**src/rtl/uart_int_pkg.sv**
```systemverilog
package uart_int_pkg;

  localparam int NUM_SRC = 6;
  localparam int ID_W    = 4;

  // Source index, highest priority at the lowest index
  localparam int SRC_LS   = 0;
  localparam int SRC_RDA  = 1;
  localparam int SRC_TO   = 2;
  localparam int SRC_THRE = 3;
  localparam int SRC_MS   = 4;
  localparam int SRC_BUSY = 5;

  typedef enum logic [ID_W-1:0] {
    ID_MODEM   = 4'b0000,
    ID_NONE    = 4'b0001,
    ID_THRE    = 4'b0010,
    ID_RDA     = 4'b0100,
    ID_LINE    = 4'b0110,
    ID_BUSY    = 4'b0111,
    ID_TIMEOUT = 4'b1100
  } intId_e;

  // Strobes from control to the pending-flag datapath
  typedef struct packed {
    logic setBusy;
    logic clrLine;
    logic clrRda;
    logic clrTo;
    logic clrThre;
    logic clrMs;
    logic clrBusy;
  } ctlStrb_t;

  function automatic intId_e codeOf(input int idx);
    case (idx)
      SRC_LS:   codeOf = ID_LINE;
      SRC_RDA:  codeOf = ID_RDA;
      SRC_TO:   codeOf = ID_TIMEOUT;
      SRC_THRE: codeOf = ID_THRE;
      SRC_MS:   codeOf = ID_MODEM;
      SRC_BUSY: codeOf = ID_BUSY;
      default:  codeOf = ID_NONE;
    endcase
  endfunction

endpackage

```
**src/rtl/uart_int_src.sv**
```systemverilog
module uart_int_src
  import uart_int_pkg::*;
(
  input  logic               clk,
  input  logic               rstN,
  input  logic               fifoEn,
  input  logic               lineErrEvt,
  input  logic               rxCharEvt,
  input  logic               rxAtTrig,
  input  logic               rxTimeoutEvt,
  input  logic               threEvt,
  input  logic               modemEvt,
  input  ctlStrb_t           strb,
  output logic [NUM_SRC-1:0] pend
);

  logic [NUM_SRC-1:0] setVec;
  logic [NUM_SRC-1:0] clrVec;

  always_comb begin
    setVec           = '0;
    clrVec           = '0;
    setVec[SRC_LS]   = lineErrEvt;
    setVec[SRC_RDA]  = rxCharEvt;
    setVec[SRC_TO]   = rxTimeoutEvt;
    setVec[SRC_THRE] = threEvt;
    setVec[SRC_MS]   = modemEvt;
    setVec[SRC_BUSY] = strb.setBusy;
    clrVec[SRC_LS]   = strb.clrLine;
    clrVec[SRC_RDA]  = strb.clrRda;
    clrVec[SRC_TO]   = strb.clrTo;
    clrVec[SRC_THRE] = strb.clrThre;
    clrVec[SRC_MS]   = strb.clrMs;
    clrVec[SRC_BUSY] = strb.clrBusy;
  end

  for (genvar i = 0; i < NUM_SRC; i++) begin : g_flag
    if (i == SRC_RDA) begin : g_rda
      // FIFO mode tracks the trigger level; otherwise set/clear like the rest
      always_ff @(posedge clk or negedge rstN) begin
        if (!rstN)       pend[i] <= 1'b0;
        else if (fifoEn) pend[i] <= rxAtTrig;
        else             pend[i] <= setVec[i] | (pend[i] & ~clrVec[i]);
      end
    end else begin : g_evt
      always_ff @(posedge clk or negedge rstN) begin
        if (!rstN) pend[i] <= 1'b0;
        else       pend[i] <= setVec[i] | (pend[i] & ~clrVec[i]);
      end
    end
  end

endmodule

```
**src/rtl/uart_int_ctl.sv**
```systemverilog
module uart_int_ctl
  import uart_int_pkg::*;
(
  input  logic [NUM_SRC-1:0] pend,
  input  logic [NUM_SRC-1:0] srcEn,
  input  logic               fifoEn,
  input  logic               busyFlag,
  input  logic               lcrWrite,
  input  logic               lsrRead,
  input  logic               rbrRead,
  input  logic               iirRead,
  input  logic               msrRead,
  input  logic               usrRead,
  input  logic               thrWrite,
  output intId_e             curId,
  output ctlStrb_t           strb
);

  logic [NUM_SRC-1:0] live;
  assign live = pend & srcEn;

  // Walk from lowest to highest priority so the highest one wins
  always_comb begin
    curId = ID_NONE;
    for (int i = NUM_SRC - 1; i >= 0; i--) begin
      if (live[i]) curId = codeOf(i);
    end
  end

  always_comb begin
    strb         = '0;
    strb.setBusy = lcrWrite & busyFlag;
    strb.clrLine = lsrRead;
    strb.clrRda  = rbrRead & ~fifoEn;
    strb.clrTo   = rbrRead;
    strb.clrThre = thrWrite | (iirRead & (curId == ID_THRE));
    strb.clrMs   = msrRead;
    strb.clrBusy = usrRead;
  end

endmodule

```
**src/rtl/uart_int_ident.sv**
```systemverilog
module uart_int_ident
  import uart_int_pkg::*;
(
  input  logic               clk,
  input  logic               rstN,
  input  logic [NUM_SRC-1:0] srcEn,
  input  logic               fifoEn,
  input  logic               lineErrEvt,
  input  logic               rxCharEvt,
  input  logic               rxAtTrig,
  input  logic               rxTimeoutEvt,
  input  logic               threEvt,
  input  logic               modemEvt,
  input  logic               busyFlag,
  input  logic               lcrWrite,
  input  logic               lsrRead,
  input  logic               rbrRead,
  input  logic               iirRead,
  input  logic               msrRead,
  input  logic               usrRead,
  input  logic               thrWrite,
  output logic [ID_W-1:0]    intId,
  output logic               irq
);

  logic [NUM_SRC-1:0] pend;
  ctlStrb_t           strb;
  intId_e             curId;

  uart_int_src u_src (
    .clk          (clk),
    .rstN         (rstN),
    .fifoEn       (fifoEn),
    .lineErrEvt   (lineErrEvt),
    .rxCharEvt    (rxCharEvt),
    .rxAtTrig     (rxAtTrig),
    .rxTimeoutEvt (rxTimeoutEvt),
    .threEvt      (threEvt),
    .modemEvt     (modemEvt),
    .strb         (strb),
    .pend         (pend)
  );

  uart_int_ctl u_ctl (
    .pend     (pend),
    .srcEn    (srcEn),
    .fifoEn   (fifoEn),
    .busyFlag (busyFlag),
    .lcrWrite (lcrWrite),
    .lsrRead  (lsrRead),
    .rbrRead  (rbrRead),
    .iirRead  (iirRead),
    .msrRead  (msrRead),
    .usrRead  (usrRead),
    .thrWrite (thrWrite),
    .curId    (curId),
    .strb     (strb)
  );

  assign intId = curId;
  assign irq   = (curId != ID_NONE);

endmodule

```
**config.mk**
```make
export PLATFORM = sky130hd
export DESIGN_NAME = uart_int_ident
export DESIGN_NICKNAME = d
export VERILOG_FILES = /design/src/rtl/uart_int_pkg.sv /design/src/rtl/uart_int_src.sv /design/src/rtl/uart_int_ctl.sv /design/src/rtl/uart_int_ident.sv
export SDC_FILE = /design/constraint.sdc
export NUM_CORES = 1
export LEC_CHECK = 0
export BUFFER_PORTS_ARGS = -buffer_cell sky130_fd_sc_hd__buf_2
export CAP_MARGIN = 0
export CORE_AREA = 4 4 41 43
export CTS_CLUSTER_DIAMETER = 120
export DETAILED_ROUTE_END_ITERATION = 12
export DIE_AREA = 0 0 45 47
export GPL_TIMING_DRIVEN = 0
export PLACE_DENSITY = 0.59
export SYNTH_ARGS = -nofsm -noshare
export SYNTH_HDL_FRONTEND = slang
export SYNTH_SLANG_ARGS = --single-unit
```
**constraint.sdc**
```tcl
create_clock -name clk -period 1.2 [get_ports clk]
set_input_delay 0.24 -clock clk [delete_from_list [all_inputs] [get_ports clk]]
set_output_delay 0.24 -clock clk [all_outputs]
set_load 0.01 [all_outputs]
```
; ---- Word level (Yosys, flattened, before mapping)
; Index checks and enable logic that the tools add are counted.
[totals]
out_inout_bits = 5
memories = 0
latch_bits = 0
rom_bits = 0
reg_bits = 6
wordCells = 39
input_bits = 23
ram_bits = 0
[classes]
n_bitwise = 24
mux = 7
n_lt_le_gt_ge = 0
div = 0
multipliers = 0
reduce_logical = 0
addsub = 0
eq_ne = 2
n_shift = 0
[op_table]
columns = operator, n
row1 = two-way mux 4 bit, 3
row2 = bitwise AND 1 bit, 9
row3 = two-way mux 3 bit, 3
row4 = inverter 1 bit, 7
row5 = OR 1 bit, 7
row6 = bitwise AND 6 bit, 1
row7 = equality test 4 x 2 -> 1 bit (second input constant), 1
row8 = inequality test 4 x 1 -> 1 bit (second input constant), 1
row9 = two-way mux 1 bit, 1

; ---- Longest topological paths before layout
; Gate-level depths: netlist of run 1.
[depth]
word_depth = 13
mapped_depth = 3

; ---- Cells and area by module
; From an unflattened synthesis of run 1, not the netlist that was laid out.
[unflattened]
hier_cells = 40
area_unflattened_um2 = 370.4
[by_module_without_submodules]
columns = mod, area_per_inst_um2, cells_per_inst, instances, seq_area_each_um2
row1 = uart_int_src, 235.2, 20, 1, 150.1
row2 = uart_int_ctl, 125.1, 19, 1, 0.0
row3 = uart_int_ident, 10.0, 1, 1, 0.0

; ---- Worst setup path before layout of run 1
; Ideal clock, no wire load.
[synth_timing]
path_kind = register -> output
start = reg u_src.pend[2]
end = out irq
slack_ns = -0.158
arrival_ns = 1.118
path_stages_with_launch = 4
path_buffers = 0
cell_sequence = dfrtp_1 a222oi_1 and3_2 nand2_1
[synth_between]
elab_chain_cells = 5
[synth_lines]
columns = item, line_no
row1 = from (decl), uart_int_src.sv:14  ; output logic [NUM_SRC-1:0] pend
row2 = "from (signal, indexed assignment)", uart_int_src.sv:48  ; else pend[i] <= setVec[i] | (pend[i] & ~clrVec[i]);
row3 = bitwise AND 6 bit, uart_int_ctl.sv:20  ; assign live = pend & srcEn;
row4 = two-way mux 4 bit (3 in series), uart_int_ctl.sv:26  ; if (live[i]) curId = codeOf(i);
row5 = named net intId[0], uart_int_ident.sv:22  ; output logic [ID_W-1:0] intId,
row6 = inequality test 4 x 1 -> 1 bit, uart_int_ident.sv:61  ; assign irq = (curId != ID_NONE);
row7 = to (decl), uart_int_ident.sv:23  ; output logic irq
; The timed path passes the listed nets, and every way through them passes these cells.

; ---- Final worst setup path of run 1
[layout_timing]
start = reg u_src.pend[2]
end = out irq
[layout_between]
elab_chain_cells = 5
[layout_lines]
columns = item, line_no
row1 = bitwise AND 6 bit, uart_int_ctl.sv:20
row2 = two-way mux 4 bit (3 in series), uart_int_ctl.sv:26
row3 = inequality test 4 x 1 -> 1 bit, uart_int_ident.sv:61
; Every way passes these cells.

==> flow_summary.yaml, run 1 <==
die:
  row_count: 13
  initial_utilization: 0.253
  die_w_um: 45
  core-area_um2: 1300
  ioPinCount: 28
  die_area_um2: 2120
  die_h_um: 47
timing:
  fin_worst_skew_ns: 0.00125
  rsz0062_at_grt: "true"
  fmax_mhz: 599
  worst_slew_pin_slew_ns: 0.271
  drv_slew: 0
  setup_violations: 6
  layout_setup_ws_ns: -0.468
  fin_crit_sh: 1.39
  tns_ns: -2.15
  post-route-min-period_ns: 1.67
  hold_violations: 0
  relSlewSlack: 0.819
yosys:
  synthFlopType: "dfrtp_1"
  synth_fp_nets: 60
  synth-edff-count: 0
  seq_area_frac_synth: 0.456
  yosysTopAreaCellShare: 0.456
  yosysMostFrequentCell: "nand2_1"
  synthCells: 37
  netlist_area_um2: 329
  yosys_register_bits: 6
  synthArstFlopShare: 1.00
  synth_area_leader_cell: "dfrtp_1"
  yosysWarnings: 0
  yosys-top-cells-count: "9 x nand2_1, 6 x dfrtp_1, 4 x inv_1"
  avgSynthCellArea_um2: 8.89
  synth.distinct_cells: 17
  synth.area.top_cells: "dfrtp_1 46%, nand2_1 10%, a22o_1 5.3%"
global_routing:
  grt_pass1_wl_mm: 1.51
  grt_overflow_total: 0
  antenna_found_initial: 0
  grt_pass1_vias: 417
  grt_max_degree: 7
  grt_use_total: 0.102
setup_path:
  critPathKind: "reg2out"
  slowest_stage: "dfrtp_1"
  critical_path.top_delay_family: "flip-flops"
  cp_num_buf_inv: 2
  critical-path-max-stage-delay_ns: 0.37
  path_max_fanout: 2
  worstPathArrival_ns: 1.43
  required_ns: 0.96
  worst_setup_path_end_kind: "output port"
  cp-start-kind: "flop"
  path_cells: "a222oi_1 > buf_4 > and3_4 > nand2_4 > buf_6"
final_layout:
  reg_top3: "u_src.pend x6"
  final_core_util: 0.486
  stdcell_area_um2: 632
  n_antenna_cell: 0
  syn_to_final_growth_pct: 92.0
  drive_gt1_frac: 0.603
  fillers: 138
  final_nets: 103
  largest_reg_flops: 6
  top_register: "u_src.pend"
place:
  placed_area_um2: 494
  io_buffers: 27
  pre_cts_slack_ns: -0.376
  dpl.hpwl_um: 727
  place.gp.congestion: 0.629
clock_tree:
  clockBufferDepth: 2
  cts_tree: "yes"
  cts_max_level: 1
  clockRootBuffer: "clkbuf_4"
  clk_pin_slew_ns: 0.04
  clk_latency_ns: 0.24
  cts_inserted_buffers: 3
  clkSinkCount: 6
drt:
  vias: 429
  drc: 0
  viasPerCell: 4.61
  drtAntennaViolNets: 0
  initialDrtViolationCount: 8
  wl_per_cell_um: 10.5
  dr.pass1.iters: 4
  drt-total-wl_um: 977
hold_path:
  min_path_type: "in2reg"
run_status:
  violations: "setup timing"
  outcome: "complete, but fails checks"
pwr:
  p_per_area_nw_per_um2: 947
  leakagePower_uw: 0.000349
  p_total_uw: 599
  peakVddDrop_mv: 0.496
run:
  maxCapViolations: 0
[power breakdown]
part           switching [µW]  leakage [µW]  internal [µW]
sequential               10.8     0.0000670            219
combinational            78.2      0.000268            114
clock                    64.0     0.0000138            113
[layer usage]
layer  part of all wire  track usage  routed length, µm
met5                  0            0                  0
met4                  0       0.0877                  0
met3              0.079       0.0307                 77
met2               0.56        0.192                546
met1               0.36       0.0862                352
[path summary, 6_finish.rpt]
kind | endpoint | slack [ns] | from | depth (start not counted)
worst max-delay path | irq | -0.47 | u_src.pend[2]$_DFF_PN0_ | 5
min in group asynchronous | u_src.pend[1]$_DFF_PN0_ | 0.36 | rstN | 2
worst min register to register | u_src.pend[4]$_DFF_PN0_ | 0.51 | u_src.pend[4]$_DFF_PN0_ | 1
worst max register to register | u_src.pend[3]$_DFF_PN0_ | -0.28 | u_src.pend[2]$_DFF_PN0_ | 5
worst min-delay path | u_src.pend[5]$_DFF_PN0_ | 0.17 | usrRead | 2
max in group asynchronous | u_src.pend[4]$_DFF_PN0_ | 0.70 | rstN | 2
[area by class of cell]
class                   count  area, µm²  area share
well taps                  15       18.8      0.0297
repair buffers             38        230       0.364
multi-input cells          27        195       0.309
flip-flops and latches      6        150       0.238
clock buffers               3       22.5      0.0356
inverters                   4       15.0      0.0238
[cell usage in the layout (no fill, tap or decap), drive strengths merged]
master       synthesis  final
a21o                 3      3
inv                  4      4
and3                 1      1
nand4b               1      1
buf                  0     37
o32a                 1      1
o21ai                3      3
and3b                1      1
a21oi                1      1
nor2                 1      1
a222oi               1      1
nand2                9      9
dfrtp                6      6
a31oi                1      1
nor2b                1      1
a22o                 2      2
dlygate4sd3          0      1
a21boi               1      1
clkbuf               0      3
[logic make-up (layout without fill, tap and decap cells)]
| group | after synthesis | after routing | synth area share |
|---|---|---|---|
| AO/OA/AOI/OAI | 13 | 13 | 0.289 |
| flip-flops | 6 | 6 | 0.456 |
| buffers and inverters | 4 | 45 | 0.0456 |
| AND/OR/NAND/NOR | 14 | 14 | 0.209 |
[through the flow]
stage | hold WS, ns | cells
2_1_floorplan | -0.0556 | 37
3_3_place_gp | 0.0683 | 79
3_5_place_dp | 0.0681 | 79
4_1_cts | 0.166 | 91
5_1_grt | 0.162 | 93
6_report | 0.174 | 93
[timing repair]
item                                   4_1_cts  5_1_grt
cloned                                       0        0
endpoints found under the hold margin        6        0
resized for setup                            3        5
pin swaps                                    4        3
setup endpoints to repair                    6        6
setup buffers                                8        2
hold buffers                                 1        0
No activity file was read; power rests on OpenSTA's default activity.
==> run 2, diff against run 1 <==
--- a/config.mk
+++ b/config.mk
@@ -5,14 +5,15 @@
 export SDC_FILE = /design/constraint.sdc
 export NUM_CORES = 1
 export LEC_CHECK = 0
+export ABC_AREA = 1
 export BUFFER_PORTS_ARGS = -buffer_cell sky130_fd_sc_hd__buf_2
 export CAP_MARGIN = 0
 export CORE_AREA = 4 4 41 43
-export CTS_CLUSTER_DIAMETER = 120
+export CTS_CLUSTER_DIAMETER = 30
 export DETAILED_ROUTE_END_ITERATION = 12
 export DIE_AREA = 0 0 45 47
 export GPL_TIMING_DRIVEN = 0
-export PLACE_DENSITY = 0.59
+export PLACE_DENSITY = 0.62
 export SYNTH_ARGS = -nofsm -noshare
 export SYNTH_HDL_FRONTEND = slang
 export SYNTH_SLANG_ARGS = --single-unit
==> flow_summary.yaml, run 2 <==
run_status:
  outcome: "complete, but fails checks"
  violations: "setup timing"
timing:
  setup_violations: 5
  drv_slew: 0
  fin_worst_skew_ns: 0.00211
  rsz0062_at_grt: "true"
  fin_crit_sh: 1.15
  hold_violations: 0
  post-route-min-period_ns: 1.38
  worst_slew_pin_slew_ns: 0.155
  relSlewSlack: 0.896
  layout_setup_ws_ns: -0.180
  fmax_mhz: 725
final_layout:
  final_common_cell: "buf_2"
  final_cell_mix: "27 x buf_2, 12 x nand2_1, 7 x inv_1"
  syn_to_final_growth_pct: 64.3
  reg_top3: "u_src.pend x6"
  top_register: "u_src.pend"
  largest_reg_flops: 6
  stdcell_area_um2: 604
  multi_input_area_um2: 196
  n_antenna_cell: 0
  drive_gt1_frac: 0.571
  fillers: 137
  regArea_um2: 150
  final_nets: 109
die:
  die_area_um2: 2120
  ioPinCount: 28
  initial_utilization: 0.283
  row_count: 13
  die_w_um: 45
  core-area_um2: 1300
  die_h_um: 47
drt:
  wl_per_cell_um: 8.98
  drtAntennaViolNets: 0
  wl_met1_um: 327
  wl_met3_um: 94
  top_layer_used: "met4"
  viasPerCell: 4.18
  drc: 0
  wl_met2_um: 457
  vias: 414
  drt-total-wl_um: 889
  dr.pass1.iters: 4
  initialDrtViolationCount: 3
clock_tree:
  clkSinkCount: 6
  clk_pin_slew_ns: 0.04
  cts_tree: "yes"
  clk_latency_ns: 0.24
  clockRootBuffer: "clkbuf_4"
  cts_inserted_buffers: 3
  clockBufferDepth: 2
  cts_max_level: 1
pwr:
  p_per_area_nw_per_um2: 933
  p_total_uw: 564
  peakVddDrop_mv: 0.617
  leakagePower_uw: 0.000356
yosys:
  synth.area.top_cells: "dfrtp_1 41%, nand2_1 13%, nand2_2 8.5%"
  synth_area_leader_cell: "dfrtp_1"
  yosys_register_bits: 6
  yosysMostFrequentCell: "nand2_1"
  synth.distinct_cells: 15
  synth_xor_area_frac: 0
  seq_area_frac_synth: 0.408
  yosys.area_share.simple: 0.405
  yosys-top-cells-count: "13 x nand2_1, 8 x inv_1, 6 x dfrtp_1"
  synth_mux_area_frac: 0
  yosysTopAreaCellShare: 0.408
  synthCells: 48
  synth_top_family_by_area: "simple AND/OR/NAND/NOR gates"
  yosysWarnings: 0
  synthArstFlopShare: 1.00
  synth_compound_area_frac: 0.0952
  synthFlopType: "dfrtp_1"
  synth-adder-area-share: 0
  synth-edff-count: 0
  synth_fp_nets: 71
  avgSynthCellArea_um2: 7.66
  netlist_area_um2: 368
global_routing:
  grt_use_total: 0.0979
  antenna_found_initial: 0
  grt_overflow_total: 0
  grt_max_degree: 7
  grt_pass1_wl_mm: 1.44
  grt_pass1_vias: 401
place:
  dpl.hpwl_um: 760
  io_buffers: 27
  place.gp.congestion: 0.619
  placed_area_um2: 522
hold_path:
  min_path_type: "in2reg"
setup_path:
  critPathKind: "reg2out"
  path_max_fanout: 3
  required_ns: 0.96
  worstPathArrival_ns: 1.14
  worst_setup_path_end_kind: "output port"
  cp-start-kind: "flop"
run:
  maxCapViolations: 0
## run 2: changes by cell type in the layout (fill, tap and decap cells not counted), sizes merged, moves of 2 or more
cell / before / now
inv: 4 / 9
nand2: 9 / 18
o21ai: 3 / 1
nor2: 1 / 5
nand3: 0 / 4
buf: 37 / 32
o21bai: 0 / 2
a22o: 2 / 0
a21o: 3 / 1
## run 2: worst paths after layout
path	from	to	slack [ns]	depth (start not counted)
worst max register to register	u_src.pend[0]$_DFF_PN0_	u_src.pend[3]$_DFF_PN0_	0.13	8
worst min-delay path	usrRead	u_src.pend[5]$_DFF_PN0_	0.18	2
worst min register to register	u_src.pend[2]$_DFF_PN0_	u_src.pend[2]$_DFF_PN0_	0.50	1
worst max-delay path	u_src.pend[0]$_DFF_PN0_	intId[1]	-0.18	5
min in group asynchronous	rstN	u_src.pend[0]$_DFF_PN0_	0.36	2
max in group asynchronous	rstN	u_src.pend[3]$_DFF_PN0_	0.70	2
## run 2: critical path, stage by stage, from the launching register on
cell and delay, ns:
dfrtp_1 0.35, nand2_2 0.09, buf_4 0.14, buf_4 0.12, nand2_1 0.07, buf_2 0.13
## run 2: where the power goes
part	leakage (µW)	internal, µW	total (µW)	switching (µW)
registers	0.0000662	219	229	10.4
clock network	0.0000138	112	173	61.1
logic	0.000276	82.4	161	78.7
## run 2: cells by family after synthesis
kind of cell,after synthesis
AO/OA/AOI/OAI,5
buffers and inverters,9
flip-flops,6
AND/OR/NAND/NOR,28
## run 2: metrics by stage
stage	worst slack, ns	std cells	setup TNS, ns	util	hold WS, ns
2_1_floorplan	0.128	48	0	-	-0.0556
3_3_place_gp	0.0551	90	0	0.401	0.0708
3_5_place_dp	0.0493	90	0	0.401	0.0724
4_1_cts	-0.198	97	-0.757	0.453	0.174
5_1_grt	-0.269	99	-1.20	0.464	0.168
6_report	-0.180	99	-0.722	0.464	0.181
## run 2: per-layer routing
| metal | global-route usage | vias to the layer above |
|---|---|---|
| met2 | 0.158 | 21 |
| met3 | 0.0421 | 2 |
| met1 | 0.102 | 170 |
| li1 | - | 221 |
| met5 | 0 | - |
| met4 | 0.0702 | 0 |
## run 2: repair_timing
action,CTS,global route
gates cloned,0,0
pin swaps,3,3
endpoints found under the setup margin,5,5
hold endpoints to repair,6,0
hold buffers,1,0
setup buffers,3,2
resized for setup,4,0
## run 2: layout make-up
| class | instances | area share |
|---|---|---|
| Clock buffer | 3 | 0.0373 |
| Inverter | 9 | 0.0559 |
| Multi-Input combinational cell | 33 | 0.325 |
| Sequential cell | 6 | 0.248 |
| Tap cell | 15 | 0.0311 |
| Timing Repair Buffer | 33 | 0.302 |
